## config.mk

```make
export PLATFORM = sky130hd
export DESIGN_NAME = esm_order_monitor
export DESIGN_NICKNAME = d
export VERILOG_FILES = /design/src/rtl/esm_pkg.sv /design/src/rtl/esm_rst_sync.sv /design/src/rtl/esm_edge_detect.sv /design/src/rtl/esm_step_table.sv /design/src/rtl/esm_sequencer.sv /design/src/rtl/esm_order_monitor.sv
export SDC_FILE = /design/constraint.sdc
export NUM_CORES = 1
export LEC_CHECK = 0
export BUFFER_PORTS_ARGS = -buffer_cell sky130_fd_sc_hd__buf_2
export CAP_MARGIN = 10
export CORE_ASPECT_RATIO = 0.6
export CORE_UTILIZATION = 35
export CTS_BUF_LIST = sky130_fd_sc_hd__clkbuf_16
export DETAILED_ROUTE_END_ITERATION = 8
export PLACE_DENSITY = 0.61
export REMOVE_ABC_BUFFERS = 1
export SLEW_MARGIN = 20
export SYNTH_ARGS = -nofsm -noshare
export SYNTH_HDL_FRONTEND = slang
export SYNTH_SLANG_ARGS = --single-unit
```

## constraint.sdc

```tcl
create_clock -name clk_i -period 6.4 [get_ports clk_i]
set_clock_uncertainty 0.2 [all_clocks]
set_input_delay 1.28 -clock clk_i [delete_from_list [all_inputs] [get_ports clk_i]]
set_output_delay 1.28 -clock clk_i [all_outputs]
set_load 0.01 [all_outputs]
```

## src/rtl/esm_pkg.sv

```systemverilog
package esm_pkg;

  localparam int MAX_SIG = 8;
  localparam int NKIND   = 8;

  typedef enum logic [2:0] {
    EK_RISE    = 3'd0,
    EK_FALL    = 3'd1,
    EK_LEAVE0  = 3'd2,
    EK_ARRIVE1 = 3'd3,
    EK_ANY     = 3'd4,
    EK_SAME    = 3'd5,
    EK_ALL     = 3'd6,
    EK_NEVER   = 3'd7
  } ev_kind_e;

  typedef enum logic [2:0] {
    LK_LATER     = 3'd0,
    LK_NEXT      = 3'd1,
    LK_BOTH      = 3'd2,
    LK_ONE_OF    = 3'd3,
    LK_ANY_ORDER = 3'd4
  } link_e;

  typedef struct packed {
    link_e                link;
    logic [2:0]           sig_a;
    ev_kind_e             kind_a;
    logic [2:0]           sig_b;
    ev_kind_e             kind_b;
    logic [MAX_SIG-1:0]   ign;
  } step_t;

  localparam int STEP_BITS = $bits(step_t);

endpackage

```

## src/rtl/esm_rst_sync.sv

```systemverilog
module esm_rst_sync (
  input  logic clk_i,
  input  logic rst_n_i,
  output logic rst_n_o
);
  logic [1:0] sync_q;

  always_ff @(posedge clk_i or negedge rst_n_i) begin
    if (!rst_n_i) sync_q <= 2'b00;
    else          sync_q <= {sync_q[0], 1'b1};
  end

  assign rst_n_o = sync_q[1];
endmodule

```

## src/rtl/esm_edge_detect.sv

```systemverilog
module esm_edge_detect #(
  parameter int NSIG = 4,
  parameter int SIGW = 4
) (
  input  logic                         clk_i,
  input  logic                         rst_n_i,
  input  logic [NSIG*SIGW-1:0]         sig_i,
  output logic [NSIG-1:0][7:0]         hit_o,
  output logic [NSIG-1:0]              chg_o,
  output logic                         valid_o
);
  localparam logic [SIGW-1:0] ONES = {SIGW{1'b1}};

  logic [NSIG-1:0][SIGW-1:0] samp_q, prev_q, samp_d, prev_d;
  logic [1:0]                fill_q, fill_d;
  logic                      fill_en;

  // next state
  always_comb begin
    samp_d  = sig_i;
    prev_d  = samp_q;
    fill_en = !fill_q[1];
    fill_d  = {fill_q[0], 1'b1};
  end

  // registers
  always_ff @(posedge clk_i or negedge rst_n_i) begin
    if (!rst_n_i) begin
      samp_q <= '0;
      prev_q <= '0;
    end else begin
      samp_q <= samp_d;
      prev_q <= prev_d;
    end
  end

  always_ff @(posedge clk_i or negedge rst_n_i) begin
    if (!rst_n_i)     fill_q <= 2'b00;
    else if (fill_en) fill_q <= fill_d;
  end

  assign valid_o = fill_q[1];

  for (genvar k = 0; k < NSIG; k++) begin : g_sig
    logic [SIGW-1:0] cur, old;
    logic            rise, fall, leave0, arrive1, any, same, all;
    assign cur     = samp_q[k];
    assign old     = prev_q[k];
    assign rise    = !old[0] &&  cur[0];
    assign fall    =  old[0] && !cur[0];
    assign leave0  = (old == '0) && (cur != '0);
    assign arrive1 = (cur == ONES) && (old != ONES);
    assign any     = (cur != old);
    assign same    = (cur == old);
    assign all     = ((cur ^ old) == ONES);
    // bit position equals the event kind code
    assign hit_o[k] = {1'b0, all, same, any, arrive1, leave0, fall, rise};
    assign chg_o[k] = any;
  end
endmodule

```

## src/rtl/esm_step_table.sv

```systemverilog
module esm_step_table
  import esm_pkg::*;
#(
  parameter int NSTEP = 6,
  localparam int PW   = (NSTEP > 1) ? $clog2(NSTEP) : 1
) (
  input  logic          clk_i,
  input  logic          rst_n_i,
  input  logic          wr_en_i,
  input  logic [PW-1:0] wr_addr_i,
  input  step_t         wr_data_i,
  input  logic [PW-1:0] rd_idx_i,
  output step_t         rd_o
);
  step_t tbl_q [NSTEP];

  for (genvar i = 0; i < NSTEP; i++) begin : g_entry
    logic ent_en;
    assign ent_en = wr_en_i && (wr_addr_i == PW'(i));
    always_ff @(posedge clk_i or negedge rst_n_i) begin
      if (!rst_n_i)    tbl_q[i] <= '0;
      else if (ent_en) tbl_q[i] <= wr_data_i;
    end
  end

  always_comb begin
    rd_o = '0;
    if (int'(rd_idx_i) < NSTEP) rd_o = tbl_q[rd_idx_i];
  end
endmodule

```

## src/rtl/esm_sequencer.sv

```systemverilog
module esm_sequencer
  import esm_pkg::*;
#(
  parameter int NSIG  = 4,
  parameter int NSTEP = 6,
  localparam int PW   = (NSTEP > 1) ? $clog2(NSTEP) : 1,
  localparam int SW   = (NSIG > 1) ? $clog2(NSIG) : 1
) (
  input  logic                 clk_i,
  input  logic                 rst_n_i,
  input  logic                 restart_i,
  input  logic                 cfg_we_i,
  input  logic                 valid_i,
  input  logic [NSIG-1:0][7:0] hit_i,
  input  logic [NSIG-1:0]      chg_i,
  input  step_t                step_i,
  input  logic [PW-1:0]        last_i,
  output logic [PW-1:0]        pos_o,
  output logic                 match_o,
  output logic                 viol_o
);
  logic [PW-1:0]      pos_q, pos_d;
  logic               seen_a_q, seen_b_q, seen_a_d, seen_b_d;
  logic               match_q, viol_q, match_d, viol_d;
  logic               state_en;
  logic               hit_a, hit_b, mon, done, brk;
  logic               got_a, got_b, nxt_a, nxt_b;
  logic [MAX_SIG-1:0] chg_pad;

  // event lookup for the current step
  always_comb begin
    hit_a = 1'b0;
    hit_b = 1'b0;
    if (int'(step_i.sig_a) < NSIG) hit_a = hit_i[step_i.sig_a[SW-1:0]][step_i.kind_a];
    if (int'(step_i.sig_b) < NSIG) hit_b = hit_i[step_i.sig_b[SW-1:0]][step_i.kind_b];
    chg_pad = MAX_SIG'(chg_i);
    mon     = |(chg_pad & ~step_i.ign);
  end

  // step evaluation
  always_comb begin
    done  = 1'b0;
    brk   = 1'b0;
    got_a = seen_a_q | hit_a;
    got_b = seen_b_q | hit_b;
    nxt_a = seen_a_q;
    nxt_b = seen_b_q;
    case (step_i.link)
      LK_LATER:  done = hit_a;
      LK_NEXT: begin
        if (pos_q == '0) done = hit_a;
        else if (mon) begin
          done = hit_a;
          brk  = !hit_a;
        end
      end
      LK_BOTH:   done = hit_a & hit_b;
      LK_ONE_OF: done = hit_a | hit_b;
      LK_ANY_ORDER: begin
        if (got_a && got_b) done = 1'b1;
        else if ((seen_a_q || seen_b_q) && mon) brk = 1'b1;
        else begin
          nxt_a = got_a;
          nxt_b = got_b;
        end
      end
      default: ;
    endcase
  end

  // next state
  always_comb begin
    pos_d    = pos_q;
    seen_a_d = seen_a_q;
    seen_b_d = seen_b_q;
    match_d  = 1'b0;
    viol_d   = 1'b0;
    state_en = restart_i | cfg_we_i | valid_i;
    if (restart_i || cfg_we_i) begin
      pos_d    = '0;
      seen_a_d = 1'b0;
      seen_b_d = 1'b0;
    end else if (valid_i) begin
      if (brk) begin
        pos_d    = '0;
        viol_d   = 1'b1;
        seen_a_d = 1'b0;
        seen_b_d = 1'b0;
      end else if (done) begin
        seen_a_d = 1'b0;
        seen_b_d = 1'b0;
        if (pos_q >= last_i) begin
          pos_d   = '0;
          match_d = 1'b1;
        end else begin
          pos_d = pos_q + 1'b1;
        end
      end else begin
        seen_a_d = nxt_a;
        seen_b_d = nxt_b;
      end
    end
  end

  // registers
  always_ff @(posedge clk_i or negedge rst_n_i) begin
    if (!rst_n_i) begin
      pos_q    <= '0;
      seen_a_q <= 1'b0;
      seen_b_q <= 1'b0;
    end else if (state_en) begin
      pos_q    <= pos_d;
      seen_a_q <= seen_a_d;
      seen_b_q <= seen_b_d;
    end
  end

  always_ff @(posedge clk_i or negedge rst_n_i) begin
    if (!rst_n_i) begin
      match_q <= 1'b0;
      viol_q  <= 1'b0;
    end else begin
      match_q <= match_d;
      viol_q  <= viol_d;
    end
  end

  assign pos_o   = pos_q;
  assign match_o = match_q;
  assign viol_o  = viol_q;
endmodule

```

## src/rtl/esm_order_monitor.sv

```systemverilog
module esm_order_monitor
  import esm_pkg::*;
#(
  parameter int NSIG  = 4,
  parameter int SIGW  = 4,
  parameter int NSTEP = 6,
  localparam int PW   = (NSTEP > 1) ? $clog2(NSTEP) : 1,
  localparam int LW   = $clog2(NSTEP + 1)
) (
  input  logic                 clk_i,
  input  logic                 rst_n_i,
  input  logic                 restart_i,
  input  logic                 cfg_we_i,
  input  logic [PW-1:0]        cfg_addr_i,
  input  logic [STEP_BITS-1:0] cfg_wdata_i,
  input  logic [LW-1:0]        seq_len_i,
  input  logic [NSIG*SIGW-1:0] sig_i,
  output logic                 match_o,
  output logic                 viol_o
);
  logic                 rst_sync_n;
  logic [NSIG-1:0][7:0] hit;
  logic [NSIG-1:0]      chg;
  logic                 ev_valid;
  logic [PW-1:0]        pos;
  logic [PW-1:0]        last_idx;
  step_t                cur_step;

  // last step index from the programmed length, clamped to 1..NSTEP
  always_comb begin
    if (seq_len_i == '0)               last_idx = '0;
    else if (int'(seq_len_i) > NSTEP)  last_idx = PW'(NSTEP - 1);
    else                               last_idx = PW'(seq_len_i - 1'b1);
  end

  esm_rst_sync u_rst (
    .clk_i   (clk_i),
    .rst_n_i (rst_n_i),
    .rst_n_o (rst_sync_n)
  );

  esm_edge_detect #(.NSIG(NSIG), .SIGW(SIGW)) u_edge (
    .clk_i   (clk_i),
    .rst_n_i (rst_sync_n),
    .sig_i   (sig_i),
    .hit_o   (hit),
    .chg_o   (chg),
    .valid_o (ev_valid)
  );

  esm_step_table #(.NSTEP(NSTEP)) u_tbl (
    .clk_i     (clk_i),
    .rst_n_i   (rst_sync_n),
    .wr_en_i   (cfg_we_i),
    .wr_addr_i (cfg_addr_i),
    .wr_data_i (step_t'(cfg_wdata_i)),
    .rd_idx_i  (pos),
    .rd_o      (cur_step)
  );

  esm_sequencer #(.NSIG(NSIG), .NSTEP(NSTEP)) u_seq (
    .clk_i     (clk_i),
    .rst_n_i   (rst_sync_n),
    .restart_i (restart_i),
    .cfg_we_i  (cfg_we_i),
    .valid_i   (ev_valid),
    .hit_i     (hit),
    .chg_i     (chg),
    .step_i    (cur_step),
    .last_i    (last_idx),
    .pos_o     (pos),
    .match_o   (match_o),
    .viol_o    (viol_o)
  );
endmodule

```

Word-level counts from Yosys, hierarchy flattened
Index checks and enable logic that the tools add are counted.
- output and inout port bits: 2
- word-level logic and storage cells: 214
- bits of input ports: 49
- register bits after elaboration: 181
- bitwise gates (word level): 13
- muxes and demuxes: 53
- order comparisons: 10
- reductions and logical operators: 53
- equality and inequality tests: 31
- add/sub/neg operators: 2
- operator list (kind ; count):
    $bmux W23 S3 ; 1
    $mux W23 ; 3
    $mux W1 ; 33
    $bmux W8 S2 ; 2
    $eq A4 B4 Y1 const B ; 8
    $logic_and A1 B1 Y1 ; 24
    $mux W3 ; 7
    $reduce_bool A4 Y1 ; 5
    $eq A4 B4 Y1 ; 4
    $logic_not A4 Y1 ; 4
    $mux W8 ; 2
    $ne A4 B4 Y1 ; 4
    $ne A4 B4 Y1 const B ; 4
    $xor A4 B4 Y4 ; 4
    $eq A3 B2 Y1 const B ; 4
    $logic_not A3 Y1 ; 4
    $eq A3 B3 Y1 const B ; 3
    $logic_not A1 Y1 ; 9
    $lt A3 B3 Y1 const B ; 3
    $and A4 B8 Y8 ; 1
    $lt A3 B4 Y1 const B ; 2
    $ne A4 B2 Y1 const B ; 2
    $not A8 Y8 ; 1
    $reduce_or A8 Y1 ; 1
    19 further kinds ; 27

Longest topological paths before layout
Gate-level depths: netlist of run 1.
- depth after elaboration: 18
- depth in mapped cells: 15

Modules after synthesis
Synthesis of run 1 repeated with hierarchy kept, for this count alone.
- cell total of the unflattened synthesis: 703
- area total of the unflattened synthesis: 9165.0 µm²
- modules (own cells, without submodules) (module ; times used ; cells an instance ; area an instance (µm²)):
    esm_step_table ; 1 ; 428 ; 6233.5
    esm_edge_detect ; 1 ; 133 ; 1587.8
    esm_sequencer ; 1 ; 126 ; 1187.4
    esm_order_monitor ; 1 ; 13 ; 102.6
    esm_rst_sync ; 1 ; 3 ; 53.8

Least setup slack after synthesis of run 1
OpenSTA, ideal clock, no wires.
- path type: reg-to-reg
- start point: register u_seq.pos_q[2] (netlist: u_seq.pos_o[2])
- end point: register u_seq.pos_q[0] (netlist: u_seq.pos_o[0])
- setup slack: 2.745 ns
- data arrival time: 3.378 ns
- cell stages (with the launch flop): 13
- required time: 6.123 ns
- library setup time: 0.077 ns
- buffers on the path: 2
- path through: dfrtp_1 -> buf_6 -> buf_6 -> mux2_4 -> a222oi_1 -> mux4_1 -> a21boi_1 -> or4b_4 -> a22oi_4 -> a2bb2oi_4 -> nand2_2 -> or4_1 -> o21ai_1
- cells in the longest elaborated chain, start to end: 17
- RTL lines (what ; RTL line ; text):
    start, declared ; esm_sequencer.sv:22 ; logic [PW-1:0] pos_q, pos_d;
    start signal, assigned ; esm_sequencer.sv:112 ; pos_q <= pos_d;
    $not A3 Y4 (implied by the code) ; esm_step_table.sv:28 ; if (int'(rd_idx_i) < NSTEP) rd_o = tbl_q[rd_idx_i];
    $bmux W23 S3 ; esm_step_table.sv:28 ;
    $mux W23 (implied by the code) (2 in a row) ; esm_step_table.sv:28 ;
    $mux W23 ; esm_step_table.sv:28 ;
    $bmux W8 S2, on equally long branches ; esm_sequencer.sv:34, esm_sequencer.sv:35 ;
    $mux W8, on equally long branches ; esm_sequencer.sv:34, esm_sequencer.sv:35 ;
    $bmux W1 S3, on equally long branches ; esm_sequencer.sv:34, esm_sequencer.sv:35 ;
    $mux W1, on equally long branches (2 in a row) ; esm_sequencer.sv:34, esm_sequencer.sv:35 ;
    $or A1 B1 Y1, or another cell as far along ; esm_sequencer.sv:44 ; got_a = seen_a_q | hit_a;
    $logic_and A1 B1 Y1 / $mux W1 (equally long branches) ; esm_sequencer.sv:60, esm_sequencer.sv:52 ;
    $mux W1, on equally long branches ; esm_sequencer.sv:60, esm_sequencer.sv:51 ;
    $pmux W1 S2 ; esm_sequencer.sv:48 ; case (step_i.link)
    $mux W3 ; esm_sequencer.sv:84 ; if (brk) begin
    $mux W3 ; esm_sequencer.sv:83 ; end else if (valid_i) begin
    $mux W3 ; esm_sequencer.sv:79 ; if (restart_i || cfg_we_i) begin
Several ways; a longest one is shown, not always the timed one. The select of a mux whose other input is x is not followed.
A chain may end at the register's enable or synchronous reset.

Worst setup path in the final report of run 1
Same ends and word-level chain as after synthesis.

==> impl_metrics.tcl, run 1 <==
set metrics [dict create \
    status "finished clean" \
    post_cts_resized 0 \
    worstSetupStartpointType "register" \
    antenna_cells 0 \
    totalWireLength_um 19400 \
    hold_viol_final 0 \
    antenna_found_initial 0 \
    ys_types 72 \
    row_count 42 \
    dpl.hpwl_um 13600 \
    ys_seq_area_share_pct 49.7 \
    syn-cell-area_mm2 0.00791 \
    synth-compound-area-share_pct 8.59 \
    initial_core_util_pct 35.8 \
    yosys.area_share.simple_pct 8.63 \
    area_delta_synth_final_pct 15.0 \
    io_buffer_count 46 \
    crit_fanout 30 \
    slowest_delay_ns 0.81 \
    clkSlewWorstSetupHoldPaths_ns 0.06 \
    rsz0062_at_grt "no" \
    grt_usage_pct 17.9 \
    cts_tree "yes" \
    cts_buffer_depth 2 \
    htree_levels 4 \
    path_cells "buf_4, mux2_2, a222oi_1, buf_4, mux4_1, a21boi_1, or4b_4, a22oi_4, a2bb2oi_4, nand2_2, or4_1, o21ai_1" \
    synthXorXnorAreaFrac_pct 1.33 \
    arrival_ns 4.80 \
    post-route-period-util_pct 72.6 \
    insertion_delay_ns 0.43 \
    dr.pass1.iters 5 \
    overflow 0 \
    synth_top_family_by_area "multiplexers" \
    cp-end-kind "register" \
    vias 5353 \
    cts_setup_buffers 0 \
    async_flop_share_pct 100 \
    ys.flop_type "dfrtp_1" \
    drt_iter0_drc 345 \
    cts_buffers 17 \
    final_antenna_net_count 0 \
    worstPathRequired_ns 6.55 \
    post_drt_wl_per_cell_um 20.0 \
    total_power_mw 3.07 \
    io_pins 51 \
    routabilityCongestion 0.897 \
    grt_pass1_wl_um 31400 \
    fp.dieH_um 118 \
    slew_headroom_pct 38.7 \
    synth_mux_area_share_pct 26.5 \
    synth-edff-count 0 \
    cts_sinks 157 \
    die_area_mm2 0.0232 \
    synth_cells 620 \
    drc 0 \
    cts_hold_buf 0 \
    fin_util_pct 41.2 \
    maxCapViolCount 0 \
    ys_ff_latch 157 \
    vias_per_cell 5.52 \
    synthAdderAreaFrac_pct 2.53 \
    min_path_type "reg -> async" \
    die_w_um 196 \
    avgSynthCellArea_um2 12.8 \
    fin_nets 735 \
    drv_slew 0 \
    grt_pass1_vias 5591 \
    dp_cells 937 \
    layout_min_cycle_time_ns 4.65 \
    crit_slowest_cell "dfrtp_2" \
    p_leak_nw 3.76 \
    criticalPathCategory "reg -> reg" \
    yosysWarnings 0 \
    worstMarginPinSlew_ns 0.920 \
    setup_violations 0 \
    power_density_mw_per_mm2 338 \
    grt_max_degree 62 \
    max_freq_ghz 0.215 \
    drive_gt1_share_pct 35.3 \
    cts_root_buf "clkbuf_16" \
    fin_cells 969 \
    ir_drop_v 0.000189 \
    cp_common_cell "buf_4" \
    final.setup.tns_ns 0 \
    coreArea_mm2 0.0221 \
]
==> per-layer routing <==
metal  vias to the layer above  GRT usage, %  wire length, um
li1                       2422             -                -
met1                      2761          26.4             9620
met2                       145          25.8             8440
met3                        25          3.91             1030
met4                         0          5.96              294
met5                         -             0                0
==> worst max-delay path, delay by kind of cell (launching register included) <==
kind,cells,cell delay (ns)
and+or+nand+nor,3,1.15
AOI/OAI and AO/OA,5,1.01
DFF,1,0.81
muxes,2,0.72
buffers and inverters,2,0.65
==> worst paths after layout <==
kind                                          end            start  cells past startpoint  slack [ns]
min in group clk_i                u_rst.sync_q[1]  u_rst.sync_q[0]                      0        0.16
hold / removal             u_edge.g_sig[3].cur[1]  u_rst.sync_q[1]                      0        0.11
setup / recovery                   u_seq.pos_o[0]   u_seq.pos_o[2]                     12        1.75
setup reg to reg                   u_seq.pos_o[0]   u_seq.pos_o[2]                     12        1.75
max in group asynchronous         u_tbl.tbl_q[94]  u_rst.sync_q[1]                      2        4.05
hold reg to reg            u_edge.g_sig[3].cur[1]  u_rst.sync_q[1]                      0        0.11
==> cells in the mapped netlist, drive strengths merged (2+ instances only) <==
cell,count,share of area (%)
dfrtp,157,50
mux2,127,18
mux2i,38,4.8
nor2,24,1.3
nand2,22,1.1
o21ai,20,1.3
a21oi,18,1.1
inv,17,0.81
ha,16,2.5
buf,15,1.3
mux4,12,3.5
nand4,12,0.95
xnor2,12,1.3
clkbuf,11,0.52
nor4,9,0.71
o22ai,8,0.81
nand2b,7,0.55
nand3,7,0.44
nor2b,6,0.47
nor3,6,0.38
a21o,5,0.47
or4,5,0.52
a211o,4,0.44
a211oi,4,0.38
a41oi,4,0.44
and2,4,0.32
o41ai,4,0.44
and3,3,0.24
nor3b,3,0.28
o2111ai,3,0.33
o21a,3,0.28
a22oi,2,0.36
a31oi,2,0.16
and2b,2,0.19
nand4b,2,0.22
o22a,2,0.22
o31ai,2,0.19
or2,2,0.16
or4b,2,0.30
==> per-stage QoR <==
stage	area, um2	setup WS (ns)	hold WS [ns]
floorplan	7760	1.28	0.131
global placement	8450	1.83	0.114
detailed placement	8450	1.84	0.132
CTS	9090	1.80	0.137
global route	9090	1.61	0.167
finish	9090	1.75	0.114
==> state kept, by name (all words and copies together), names as in the netlist <==
signal            cells
u_seq.seen_b_q        1
u_edge.g_sig.old     16
u_seq.pos_o           3
u_seq.viol_o          1
u_edge.g_sig.cur     16
u_rst.sync_q          2
u_tbl.tbl_q         114
u_seq.match_o         1
u_seq.seen_a_q        1
u_edge.fill_q         2
==> report_power, final <==
| group | internal [mW] | switching [mW] | total [mW] | leakage, nW |
|---|---|---|---|---|
| Clock | 0.692 | 0.419 | 1.11 | 0.314 |
| Sequential | 1.16 | 0.107 | 1.27 | 1.88 |
| Combinational | 0.345 | 0.346 | 0.691 | 1.57 |
==> kinds of logic (layout without fill, tap and decap cells) <==
group	Yosys count	count (layout)
mux	177	177
flops	157	157
simple gates	121	121
compound gates	93	93
buf+inv	43	106
fa+ha+maj	16	16
xor+xnor	12	12
other cells	1	1
==> layout by cell type, fill, tap and decap left out, types with 3 or more instances in the layout <==
master and instances:
buf_4 11, nand2_1 20, a21oi_1 18, o21ai_0 19, a21o_1 5, mux2i_1 38, o41ai_1 4, nor3_1 5
buf_2 46, nand4_1 12, o2111ai_1 3, a41oi_1 4, xnor2_1 12, ha_1 16, bufinv_16 5, nor2b_1 6
a211oi_1 4, o21a_1 3, o22ai_1 7, and3_1 3, clkbuf_16 17, nand3_1 7, or4_1 4, nand2b_1 7
nor2_1 22, nor4_1 9, a211o_1 4, inv_1 18, mux2_2 124, mux4_2 10, clkinv_4 3, and2_1 4
dfrtp_1 154
==> area by class of cell <==
type	instances	area [um2]
flip-flops and latches	157	3940
inverters	17	63.8
fillers	2060	13000
well taps	286	358
repair buffers	57	313
multi-input cells	420	3780
clock inverters	15	220
clock buffers	17	425
No activity file was read; power rests on OpenSTA's default activity.
==> run 2, diff against run 1 <==
clock period = 4.6 ns   (was 6.4 ns; I/O delays follow)
==> run 2 against run 1 <==
Sequential share of layout area shrank 0.21 points. First-iteration DRC count is 22% higher. Register-to-register slack got worse by 1.3 ns. Flip-flop and latch count stayed put. Hold slack worse by 0.055 ns. Clock-buffer cell count unchanged. Fmax is 12% higher. Die area is the same. Clock power rose by 32%. Final area increased by 0.48%. Critical endpoint unchanged.
==> impl_metrics.tcl, run 2 (synthesized netlist as in run 1, its figures left out) <==
set metrics [dict create \
    cts_root_buf "clkbuf_16" \
    row_count 42 \
    hold_viol_final 0 \
    rsz0062_at_grt "no" \
    cts_buffers 17 \
    totalWireLength_um 19400 \
    htree_levels 4 \
    multi_input_area_mm2 0.00378 \
    crit_slowest_cell "dfrtp_2" \
    crit_fanout 17 \
    cts_tree "yes" \
    ff2ff_setup_slack_ns 0.45 \
    die_area_mm2 0.0232 \
    setup_violations 0 \
    final_common_cell "dfrtp_1" \
    slew_headroom_pct 39.2 \
    clkSlewWorstSetupHoldPaths_ns 0.07 \
    fin_nets 741 \
    grt_pass1_wl_um 30900 \
    dr.pass1.iters 5 \
    io_pins 51 \
    slowest_delay_ns 0.63 \
    routabilityCongestion 0.876 \
    antenna_found_initial 0 \
    vias 5372 \
    grt_max_degree 83 \
    final_cell_mix "dfrtp_1, mux2_2, buf_2, mux2i_1, nor2_1" \
    reg2reg_depth 12 \
    drt_iter0_drc 421 \
    post-route-period-util_pct 90.2 \
    power_density_mw_per_mm2 462 \
    status "finished clean" \
    regToRegEndpoint "u_seq.pos_o[0]" \
    reg2reg_from "u_seq.pos_o[2]" \
    coreArea_mm2 0.0221 \
    path_cells "buf_4, mux2i_1, a22oi_1, and2_1, mux2i_1, a32o_1, o31ai_1, a21oi_1, o22ai_1, a21oi_1, or4_1, o21ai_1" \
    fin_util_pct 41.4 \
    arrival_ns 4.29 \
    ir_drop_v 0.000289 \
    dpl.hpwl_um 13800 \
    final_area_mm2 0.00914 \
    largest_register "u_tbl.tbl_q" \
    drc 0 \
    grt_pass1_vias 5481 \
    post_cts_resized 0 \
    cp-end-kind "register" \
    drive_gt1_share_pct 36.0 \
    cts_buffer_depth 2 \
    largest_register_ffs 114 \
    layout_min_cycle_time_ns 4.15 \
    total_power_mw 4.22 \
    overflow 0 \
    worstSetupStartpointType "register" \
    io_buffer_count 46 \
    vias_per_cell 5.50 \
    final.setup.tns_ns 0 \
    maxCapViolCount 0 \
    cts_setup_buffers 0 \
    placed_cell_area_mm2 0.00850 \
    worstMarginPinSlew_ns 0.903 \
    drv_slew 0 \
    nFillCells 2069 \
    seq_area_mm2 0.00394 \
    fp.dieH_um 118 \
    die_w_um 196 \
    worstPathRequired_ns 4.74 \
    final_antenna_net_count 0 \
    grt_usage_pct 17.7 \
    initial_core_util_pct 35.8 \
    post_drt_wl_per_cell_um 19.9 \
    insertion_delay_ns 0.43 \
    timing.hold.ws_ns 0.0583 \
    cts_sinks 157 \
    criticalPathCategory "reg -> reg" \
    area_delta_synth_final_pct 15.6 \
    min_path_type "in -> async" \
    p_leak_nw 3.79 \
    max_freq_ghz 0.241 \
    cts_hold_buf 0 \
]
-- run 2: cell types whose count changed in the layout (fill, tap and decap cells not counted) --
cell,previous run,this run
clkinvlp_4,2,3
diode_2,0,1
buf_12,0,1
inv_1,18,17
bufinv_16,5,3
buf_4,11,15
buf_16,0,1
inv_6,2,5
clkinv_4,3,1
inv_8,0,1
-- run 2: where the power goes --
part	switching [mW]	internal [mW]
clock network	0.610	0.863
registers	0.148	1.62
logic	0.493	0.491
-- run 2: critical path, delay by kind of cell (launching register included) --
family / cells / cell delay [ns]
compound gates: 7 / 1.69
mux: 2 / 0.27
simple gates: 2 / 0.89
flops: 1 / 0.63
buf+inv: 1 / 0.36
-- run 2: worst max path at each step --
| stage | start | slack, ns | cells past startpoint | endpoint |
|---|---|---|---|---|
| 2_1_floorplan | u_seq.pos_o[0] | -0.52 | 10 | u_seq.pos_o[0] |
| 3_3_place_gp | u_seq.pos_o[0] | 0.57 | 11 | u_seq.pos_o[0] |
| 3_5_place_dp | u_seq.pos_o[0] | 0.50 | 11 | u_seq.pos_o[0] |
| 4_1_cts | u_seq.pos_o[0] | 0.48 | 11 | u_seq.pos_o[0] |
| 5_1_grt | u_seq.pos_o[1] | 0.18 | 11 | u_seq.pos_o[1] |
| 6_report | u_seq.pos_o[2] | 0.45 | 12 | u_seq.pos_o[0] |
-- run 2: per-stage QoR --
stage,setup slack (ns),std cells
floorplan,-0.524,594
global placement,0.573,942
detailed placement,0.498,942
CTS,0.479,974
global route,0.184,975
finish,0.452,976
-- run 2: layout make-up --
type	instances	share of cell area [%]
Antenna cell	1	0.0274
Inverter	17	0.698
Multi-Input combinational cell	420	41.4
Tap cell	286	3.92
Clock buffer	17	4.66
Clock inverter	15	2.01
Timing Repair Buffer	63	4.27
Sequential cell	157	43.1
-- run 2: per-layer routing --
layer,share of wire [%],track usage [%]
met2,43,25.0
met1,51,26.9
met4,0.75,4.39
met5,0,0
met3,5.8,4.22
